File: src/rtl/sdram_burst_pkg.sv
package sdram_burst_pkg;

    localparam int PIN_W  = 13;
    localparam int BANK_W = 2;

    typedef enum logic [2:0] {
        CMD_NOP,
        CMD_ACT,
        CMD_RD,
        CMD_WR,
        CMD_PRE
    } cmd_e;

    typedef enum logic [1:0] {
        ST_IDLE,
        ST_RCD,
        ST_BURST,
        ST_RP
    } state_e;

    function automatic int row_bits(input int geom);
        return (geom == 2) ? 13 : 12;
    endfunction

    function automatic int col_bits(input int geom);
        return (geom == 0) ? 10 : 11;
    endfunction

endpackage

File: src/rtl/sdram_addr_split.sv
module sdram_addr_split
    import sdram_burst_pkg::*;
#(
    parameter int ROW_W = 12,
    parameter int COL_W = 11,
    localparam int LIN_W = ROW_W + BANK_W + COL_W
) (
    input  logic [LIN_W-1:0]  lin_addr,
    output logic [BANK_W-1:0] bank,
    output logic [ROW_W-1:0]  row,
    output logic [COL_W-1:0]  col
);

    // Linear layout {row, bank, col}: consecutive columns stay in one row.
    assign col  = lin_addr[COL_W-1:0];
    assign bank = lin_addr[COL_W+BANK_W-1:COL_W];
    assign row  = lin_addr[LIN_W-1:COL_W+BANK_W];

endmodule

File: src/rtl/sdram_pin_mux.sv
module sdram_pin_mux
    import sdram_burst_pkg::*;
#(
    parameter int ROW_W = 12,
    parameter int COL_W = 11
) (
    input  cmd_e              cmd,
    input  logic [BANK_W-1:0] bank,
    input  logic [ROW_W-1:0]  row,
    input  logic [COL_W-1:0]  col,
    output logic              cs_n,
    output logic              ras_n,
    output logic              cas_n,
    output logic              we_n,
    output logic [BANK_W-1:0] ba,
    output logic [PIN_W-1:0]  a
);

    logic [PIN_W-1:0] row_pins;
    logic [PIN_W-1:0] col_pins;

    assign row_pins = PIN_W'(row);

    // Column phase: A10 is held low so auto-precharge is never requested.
    generate
        if (COL_W > 10) begin : g_col_wide
            assign col_pins = {{(PIN_W-12){1'b0}}, col[10], 1'b0, col[9:0]};
        end else begin : g_col_narrow
            assign col_pins = {{(PIN_W-10){1'b0}}, col[9:0]};
        end
    endgenerate

    always_comb begin
        cs_n  = 1'b0;
        ras_n = 1'b1;
        cas_n = 1'b1;
        we_n  = 1'b1;
        ba    = '0;
        a     = '0;
        case (cmd)
            CMD_ACT: begin
                ras_n = 1'b0;
                ba    = bank;
                a     = row_pins;
            end
            CMD_RD: begin
                cas_n = 1'b0;
                ba    = bank;
                a     = col_pins;
            end
            CMD_WR: begin
                cas_n = 1'b0;
                we_n  = 1'b0;
                ba    = bank;
                a     = col_pins;
            end
            CMD_PRE: begin
                ras_n = 1'b0;
                we_n  = 1'b0;
                ba    = bank;
                a     = '0;
            end
            default: begin
            end
        endcase
    end

endmodule

File: src/rtl/sdram_burst_seq.sv
module sdram_burst_seq
    import sdram_burst_pkg::*;
#(
    parameter int GEOM      = 1,
    parameter int T_RCD     = 3,
    parameter int BURST_LEN = 4,
    parameter int CAS_LAT   = 2,
    parameter int T_WR      = 1,
    parameter int T_RP      = 3,
    localparam int ROW_W = row_bits(GEOM),
    localparam int COL_W = col_bits(GEOM),
    localparam int LIN_W = ROW_W + BANK_W + COL_W
) (
    input  logic              clk,
    input  logic              rst_n,
    input  logic              req_valid,
    output logic              req_ready,
    input  logic              req_write,
    input  logic [LIN_W-1:0]  req_addr,
    output logic              sd_cs_n,
    output logic              sd_ras_n,
    output logic              sd_cas_n,
    output logic              sd_we_n,
    output logic [BANK_W-1:0] sd_ba,
    output logic [PIN_W-1:0]  sd_addr
);

    localparam int GAP_RD = BURST_LEN + CAS_LAT;
    localparam int GAP_WR = BURST_LEN + T_WR;
    localparam int GAP_MX = (GAP_RD > GAP_WR) ? GAP_RD : GAP_WR;
    localparam int DLY_A  = (T_RCD > T_RP) ? T_RCD : T_RP;
    localparam int DLY_MX = (DLY_A > GAP_MX) ? DLY_A : GAP_MX;
    localparam int CNT_W  = $clog2(DLY_MX + 1);

    typedef struct packed {
        state_e            st;
        logic [CNT_W-1:0]  cnt;
        logic [BANK_W-1:0] bank;
        logic [ROW_W-1:0]  row;
        logic [COL_W-1:0]  col;
        logic              wr;
        cmd_e              cmd;
    } regs_t;

    regs_t r_d, r_q;

    logic [BANK_W-1:0] sp_bank;
    logic [ROW_W-1:0]  sp_row;
    logic [COL_W-1:0]  sp_col;

    sdram_addr_split #(
        .ROW_W (ROW_W),
        .COL_W (COL_W)
    ) u_split (
        .lin_addr (req_addr),
        .bank     (sp_bank),
        .row      (sp_row),
        .col      (sp_col)
    );

    // Next-state logic for the whole sequencer.
    always_comb begin
        r_d     = r_q;
        r_d.cmd = CMD_NOP;
        case (r_q.st)
            ST_IDLE: begin
                if (req_valid) begin
                    r_d.st   = ST_RCD;
                    r_d.cmd  = CMD_ACT;
                    r_d.bank = sp_bank;
                    r_d.row  = sp_row;
                    r_d.col  = sp_col;
                    r_d.wr   = req_write;
                    r_d.cnt  = CNT_W'(T_RCD - 1);
                end
            end
            ST_RCD: begin
                if (r_q.cnt == '0) begin
                    r_d.st  = ST_BURST;
                    r_d.cmd = r_q.wr ? CMD_WR : CMD_RD;
                    r_d.cnt = r_q.wr ? CNT_W'(GAP_WR - 1) : CNT_W'(GAP_RD - 1);
                end else begin
                    r_d.cnt = r_q.cnt - 1'b1;
                end
            end
            ST_BURST: begin
                if (r_q.cnt == '0) begin
                    r_d.st  = ST_RP;
                    r_d.cmd = CMD_PRE;
                    r_d.cnt = CNT_W'(T_RP - 1);
                end else begin
                    r_d.cnt = r_q.cnt - 1'b1;
                end
            end
            ST_RP: begin
                if (r_q.cnt == '0) begin
                    r_d.st = ST_IDLE;
                end else begin
                    r_d.cnt = r_q.cnt - 1'b1;
                end
            end
            default: r_d.st = ST_IDLE;
        endcase
    end

    always_ff @(posedge clk) begin
        if (!rst_n) begin
            r_q.st   <= ST_IDLE;
            r_q.cnt  <= '0;
            r_q.bank <= '0;
            r_q.row  <= '0;
            r_q.col  <= '0;
            r_q.wr   <= 1'b0;
            r_q.cmd  <= CMD_NOP;
        end else begin
            r_q <= r_d;
        end
    end

    assign req_ready = (r_q.st == ST_IDLE);

    sdram_pin_mux #(
        .ROW_W (ROW_W),
        .COL_W (COL_W)
    ) u_pins (
        .cmd   (r_q.cmd),
        .bank  (r_q.bank),
        .row   (r_q.row),
        .col   (r_q.col),
        .cs_n  (sd_cs_n),
        .ras_n (sd_ras_n),
        .cas_n (sd_cas_n),
        .we_n  (sd_we_n),
        .ba    (sd_ba),
        .a     (sd_addr)
    );

    // ---------------- assertions ----------------
    logic is_act, is_rw, is_pre, is_nop;
    assign is_act = !sd_cs_n && !sd_ras_n &&  sd_cas_n &&  sd_we_n;
    assign is_rw  = !sd_cs_n &&  sd_ras_n && !sd_cas_n;
    assign is_pre = !sd_cs_n && !sd_ras_n &&  sd_cas_n && !sd_we_n;
    assign is_nop = !sd_cs_n &&  sd_ras_n &&  sd_cas_n &&  sd_we_n;

    logic [7:0]        since_act_q, since_rw_q, since_pre_q;
    logic [BANK_W-1:0] act_ba_q;
    logic              rw_wr_q;

    always_ff @(posedge clk) begin
        if (!rst_n) begin
            since_act_q <= '0;
            since_rw_q  <= '0;
            since_pre_q <= '0;
            act_ba_q    <= '0;
            rw_wr_q     <= 1'b0;
        end else begin
            since_act_q <= is_act ? 8'd1 : ((since_act_q == 8'hFF) ? since_act_q : since_act_q + 8'd1);
            since_rw_q  <= is_rw  ? 8'd1 : ((since_rw_q  == 8'hFF) ? since_rw_q  : since_rw_q  + 8'd1);
            since_pre_q <= is_pre ? 8'd1 : ((since_pre_q == 8'hFF) ? since_pre_q : since_pre_q + 8'd1);
            if (is_act) act_ba_q <= sd_ba;
            if (is_rw)  rw_wr_q  <= !sd_we_n;
        end
    end

    AST_ACT_AFTER_ACCEPT: assert property (@(posedge clk) disable iff (!rst_n)
        is_act |-> $past(req_valid && req_ready));
    AST_RCD_GAP: assert property (@(posedge clk) disable iff (!rst_n)
        is_rw |-> (since_act_q == 8'(T_RCD)));
    AST_NO_AUTO_PRE: assert property (@(posedge clk) disable iff (!rst_n)
        is_rw |-> (sd_addr[10] == 1'b0));
    AST_PRE_GAP: assert property (@(posedge clk) disable iff (!rst_n)
        is_pre |-> (since_rw_q == (rw_wr_q ? 8'(GAP_WR) : 8'(GAP_RD))));
    AST_PRE_ONE_BANK: assert property (@(posedge clk) disable iff (!rst_n)
        is_pre |-> (sd_ba == act_ba_q && sd_addr == '0));
    AST_READY_AFTER_RP: assert property (@(posedge clk) disable iff (!rst_n)
        $rose(req_ready) |-> (since_pre_q == 8'(T_RP)));
    AST_IDLE_QUIET: assert property (@(posedge clk) disable iff (!rst_n)
        req_ready |-> is_nop);
    AST_NOP_ZERO: assert property (@(posedge clk) disable iff (!rst_n)
        is_nop |-> (sd_ba == '0 && sd_addr == '0));

endmodule

File: config.mk
export PLATFORM = sky130hd
export DESIGN_NAME = sdram_burst_seq
export DESIGN_NICKNAME = d
export VERILOG_FILES = /design/src/rtl/sdram_burst_pkg.sv /design/src/rtl/sdram_addr_split.sv /design/src/rtl/sdram_pin_mux.sv /design/src/rtl/sdram_burst_seq.sv
export SDC_FILE = /design/constraint.sdc
export NUM_CORES = 1
export LEC_CHECK = 0
export BUFFER_PORTS_ARGS = -buffer_cell sky130_fd_sc_hd__buf_2
export CAP_MARGIN = 20
export CORE_MARGIN = 2
export CORE_UTILIZATION = 30
export DETAILED_ROUTE_END_ITERATION = 8
export GPL_TIMING_DRIVEN = 0
export SETUP_SLACK_MARGIN = 0.4
export SLEW_MARGIN = 5
export SYNTH_ARGS = -nofsm -noshare
export SYNTH_HDL_FRONTEND = slang
export SYNTH_SLANG_ARGS = --single-unit
File: constraint.sdc
create_clock -name clk -period 1.8 [get_ports clk]
set_input_delay 0.45 -clock clk [delete_from_list [all_inputs] [get_ports clk]]
set_output_delay 0.45 -clock clk [all_outputs]
set_load 0.05 [all_outputs]
# [Yosys cells after proc, flatten, opt, wreduce, memory -nomap -nowiden]
# Cells that the tools add are included.
[word_totals] regBits=34 latch_bits=0 ramBits=0 mem_bits_ro=0 in_bits=29 out_inout_bits=20 wordCells=47 memories=0
[classes] add_sub_neg=1 mul=0 n_div=0 n_lt_le_gt_ge=0 eq_ne=12 shifts=0 n_mux=18 bitwise_logic=0 reduce_logical=9
[ops] operator="34-bit 2-to-1 mux" count=1
[ops] operator="12-bit one-hot mux with 2 select lines" count=1
[ops] operator="5-bit one-hot mux with 4 select lines" count=1
[ops] operator="3-bit 2-to-1 mux" count=4
[ops] operator="2-bit 2-to-1 mux" count=5
[ops] operator="2-bit inequality test, second input constant" count=5
[ops] operator="3-bit one-hot mux with 3 select lines" count=1
[ops] operator="3-bit by 2-bit equality test with 1-bit output, second input constant" count=2
[ops] operator="2-bit OR reduction" count=3
[ops] operator="1-bit 2-to-1 mux" count=5
[ops] operator="2-bit equality test, second input constant" count=2
[ops] operator="2-bit AND reduction" count=2
[ops] operator="4-bit AND reduction" count=1
[ops] operator="4-bit OR reduction" count=1
[ops] operator="3-bit by 1-bit equality test with 1-bit output, second input constant" count=1
[ops] operator="3-bit equality test, second input constant" count=1
[ops] operator="3-bit logical NOT" count=1
[ops] operator="3-bit by 1-bit subtractor with 3-bit output, second input constant" count=1
[ops] operator="2-bit by 1-bit equality test with 1-bit output, second input constant" count=1
[ops] operator="2-bit logical NOT" count=1

# [Longest topological paths before layout]
[logic_depth] ltp_word=3 depth_mapped=7 depth_no_buf=6

# [Cells and area by module]
# A second synthesis with hierarchy kept.
[hier_totals] hier_cells=250 hier_area_um2=1996.9
[by_module_without_submodules] module="sdram_burst_seq" instances=1 cells_per_inst=177 area_each_um2=1526.5 seq_area_each_um2=680.7
[by_module_without_submodules] module="sdram_pin_mux" instances=1 cells_per_inst=48 area_each_um2=282.8 seq_area_each_um2=0.0
[by_module_without_submodules] module="sdram_addr_split" instances=1 cells_per_inst=25 area_each_um2=187.7 seq_area_each_um2=0.0

# [Worst setup path after synthesis]
# Ideal clock, no wire load.
[synth_timing] path_kind="register to output" start="register r_q[1] (netlist name)" end="output sd_addr[10]" arrival_ns=1.759 required_ns=1.350 path_slack_ns=-0.409 stages_incl_launch_ff=4 n_path_buf=2 path_cell_list="dfxtp_1 -> buf_2 -> buf_2 -> nor3b_1"
[synth_via] elab_chain_cells=3 word_cells_on_any_way=5 classes_between="eq/ne (3); mux (1); reduce/logical (1)"
[synth_rtl] element="3-bit by 2-bit equality test with 1-bit output" line_no="sdram_pin_mux.sv:40" source="case (cmd)"
[synth_rtl] element="2-bit OR reduction (no source line)"
[synth_rtl] element="12-bit one-hot mux with 2 select lines *" line_no="sdram_pin_mux.sv:40"
[synth_rtl] element="end: declaration" line_no="sdram_burst_seq.sv:25" source="output logic [PIN_W-1:0] sd_addr"
# Mark *: on every way between the ends. The rest lies on a longest branch, timed or not.

# [Worst setup path in the final report]
[layout_timing] start="register r_q[2] (netlist name)" end="output sd_ba[1]"
[layout_via] elab_chain_cells=3 word_cells_on_any_way=6 classes_between="eq/ne (4); mux (1); reduce/logical (1)"
[layout_rtl] element="3-bit equality test (tied with other cells)" line_no="sdram_pin_mux.sv:40"
[layout_rtl] element="4-bit OR reduction (no source line) *"
[layout_rtl] element="2-bit 2-to-1 mux *" line_no="sdram_pin_mux.sv:40"
[layout_rtl] element="end: declaration" line_no="sdram_burst_seq.sv:24" source="output logic [BANK_W-1:0] sd_ba,"
# Marks and branches as above.

==> run summary <==
CTS tree -> yes
WP buf/inv -> 1
Die width -> 80.7 um
RSZ-0062 raised after global routing -> yes
Cell Area, Synth -> 1770 um^2
Fmax -> 537 MHz
Setup ws final -> -60.8 ps
CP max FO -> 5
Post-layout util -> 47.6%
Total wire length -> 4820 um
Post-synth top area share -> 38.5%
Leakage power -> 0.00112 uW
Top post-synthesis cells by area -> dfxtp_1 39%, nand2_1 15%, a21boi_1 8.9%
Worst Clk Skew -> 4.15 ps
Vias per cell -> 4.71
Largest registers -> r_q (34)
Initial Util -> 31.5%
Remaining Overflow, GRT -> 0
Reg-to-reg setup timing slack -> 470 ps
Routed len/inst -> 12.9 um
Share of cells above drive strength 1 -> 41.4%
Simple-Gate Fraction of Synth Area -> 28.0%
HPWL after detailed placement -> 3270 um
Worst Setup End Kind -> output port
Vias in the first global route -> 1,630
Max FFs per register -> 34
Final setup fails -> 3
CP cell instances -> nand2b_4 > a21o_4 > and2_4 > nor2b_4 > buf_8
Max Cap Viol -> 0
Die Y -> 80.7 um
Tot GR Track Use -> 15.3%
Area occupied by registers -> 689 um^2
Slowest-stage cell, CP -> dfxtp_4
Post-synth top cells -> 70 x nand2_1, 34 x dfxtp_1, 24 x nor2_1, 21 x a21boi_1, 13 x a21oi_1
Post-synthesis mux area share -> 1.27%
Post-synthesis adder-cell area fraction -> 4.96%
Delay of the slowest cell on the worst path -> 370 ps
Worst vdd ir -> 0.000595 V
FILL cells -> 577
Failing checks -> negative setup slack
Period utilisation layout -> 103%
Core region area -> 5610 um^2
Post-synth EDFFs -> 0
Pins Over Slew Limit -> 0
Critical R2R Launch -> r_q[33]
Worst Setup Path Type -> reg -> out
Status -> finished with violations
Cells after synthesis -> 236
Crit path from -> r_q[2]
Crit path required time -> 1350 ps
Detail Route Antenna Nets -> 0
H-tree depth -> 2
Total Nets Final -> 337
Post-synth cell types -> 30
Number of diodes -> 0
Synth warn -> 0
#FFs+latches synth -> 34
Input/output buffers -> 45
First-pass iteration count of the detailed router -> 4
Worst-path clk slew -> 80 ps
Largest net degree at the start of global routing -> 12
P per Cell Area -> 959 nW/um^2
Count leader, synth -> nand2_1
Avg Cell Area, Syn -> 7.49 um^2
Layout area overhead -> 51.0%
Post-Place Worst Slack -> -47.8 ps
Worst setup SP type -> register
Cell taking the most area after synthesis -> dfxtp_1
Critical path depth -> 5
Post-synthesis compound-gate area fraction -> 21.1%
Critical Path Sink -> sd_ba[1]
Fin. Hold Viols -> 0
# IOs -> 49
Ys flop type -> dfxtp_1
Die footprint -> 6520 um^2
XOR/XNOR share of the synthesized area -> 0%
Hold Crit Class -> in -> reg
Most flops, register -> r_q
Ys async rst share -> 0%
Capture point of the worst reg-to-reg path -> r_q[30]
Clock Tree Buf Depth -> 2
First-pass GRT wire length -> 7670 um
Largest family of logic cells by synthesized area -> simple AND/OR/NAND/NOR gates
Drt initial violations -> 86
Antenna violations before repair -> 0
Footprint of the multi-input gates -> 1200 um^2
Inserted Clock Buffers -> 5
CTS root buffer -> clkbuf_8
Delay-heaviest family, CP -> simple AND/OR/NAND/NOR gates
Critical path arrival -> 1410 ps
Path depth of the worst reg2reg path -> 6
Register area share after synthesis -> 38.5%
Final min period -> 1860 ps
GPL Wtd Cong -> 0.754
Via Count -> 1,761
Rows -> 27
Clk sink count -> 34
Worst skew pair latency -> 290 ps
Remaining DRCs -> 0
-- metal layers --
metal  up-vias  share of wire, %  GRT usage, %  routed length (um)
met3         4               4.9          3.33                 237
li1        898                 -             -                   -
met2        50                47          24.3                2280
met1       809                46          20.3                2240
met5         -                 0             0                   0
met4         0               1.3          5.76                  63
-- cells in the final DEF, fill, tap and decap left out, types with 2 or more instances in the layout --
master,synthesis,routed
nand2_1,70,69
buf_2,8,30
dfxtp_1,34,29
a21boi_1,21,21
buf_6,0,19
buf_4,4,13
nor2_1,24,11
nor2_2,0,10
a21oi_1,13,9
a21boi_0,7,7
clkbuf_8,0,6
buf_8,0,6
ha_4,0,5
a21oi_2,1,4
nand3_1,4,4
dfxtp_2,0,4
inv_1,5,3
nand2b_4,0,3
nor2b_4,0,3
nor2_4,0,3
clkbuf_1,4,3
o22ai_1,3,3
inv_2,0,2
mux2_2,2,2
and3_1,2,2
o21ai_0,2,2
nand2b_1,5,2
conb_1,1,2
-- stage by stage --
step / instances / hold slack, ps / setup TNS [ps] / power (uW) / area [um^2]
2_1_floorplan: 237 / 435 / 0 / 1550 / 1910
3_3_place_gp: 354 / 441 / -168 / 1730 / 2220
3_5_place_dp: 354 / 451 / -184 / 1740 / 2220
4_1_cts: 371 / 388 / -166 / 2480 / 2540
5_1_grt: 374 / 398 / -692 / 2710 / 2670
6_report: 374 / 389 / -150 / 2560 / 2670
-- worst min path at each step --
stage,from,to,cells past startpoint
6_report,req_addr[6],r_q[10],3
4_1_cts,req_addr[6],r_q[10],3
3_3_place_gp,r_q[25],r_q[25],2
2_1_floorplan,r_q[25],r_q[25],2
3_5_place_dp,r_q[4],r_q[4],2
5_1_grt,req_addr[5],r_q[9],3
-- report_power, final --
group	switching, uW	internal (uW)	leakage [uW]
Combinational	583	469	0.000787
Clock	291	307	0.0000472
Sequential	63.1	845	0.000281
-- worst reg2reg max path, stage by stage (launching register included) --
cell      delay, ps
dfxtp_2         340
inv_2            50
buf_4           140
ha_2            220
a21o_1          180
a221oi_2        200
o22ai_1          80
-- cell families after synthesis --
| kind of cell | after synthesis |
|---|---|
| and+or+nand+nor | 117 |
| AOI/OAI and AO/OA | 54 |
| DFF | 34 |
| buffers and inverters | 21 |
| adders and majority gates | 7 |
| muxes | 2 |
| other | 1 |
-- timing repair --
item	in CTS	in global routing
setup endpoints to repair	43	43
pin swaps	4	3
hold buffers	0	0
buffers inserted	7	3
gates cloned	2	0
resized for setup	55	24
-- area by class of cell --
type	instances	area share, %
multi-input combinational	182	44.9
buffer	16	4.64
clock inverter	2	0.469
inverter	5	0.704
timing repair buffer	57	16.9
sequential	34	25.8
tap	72	3.38
clock buffer	6	3.10
No activity file was read; power rests on OpenSTA's default activity.
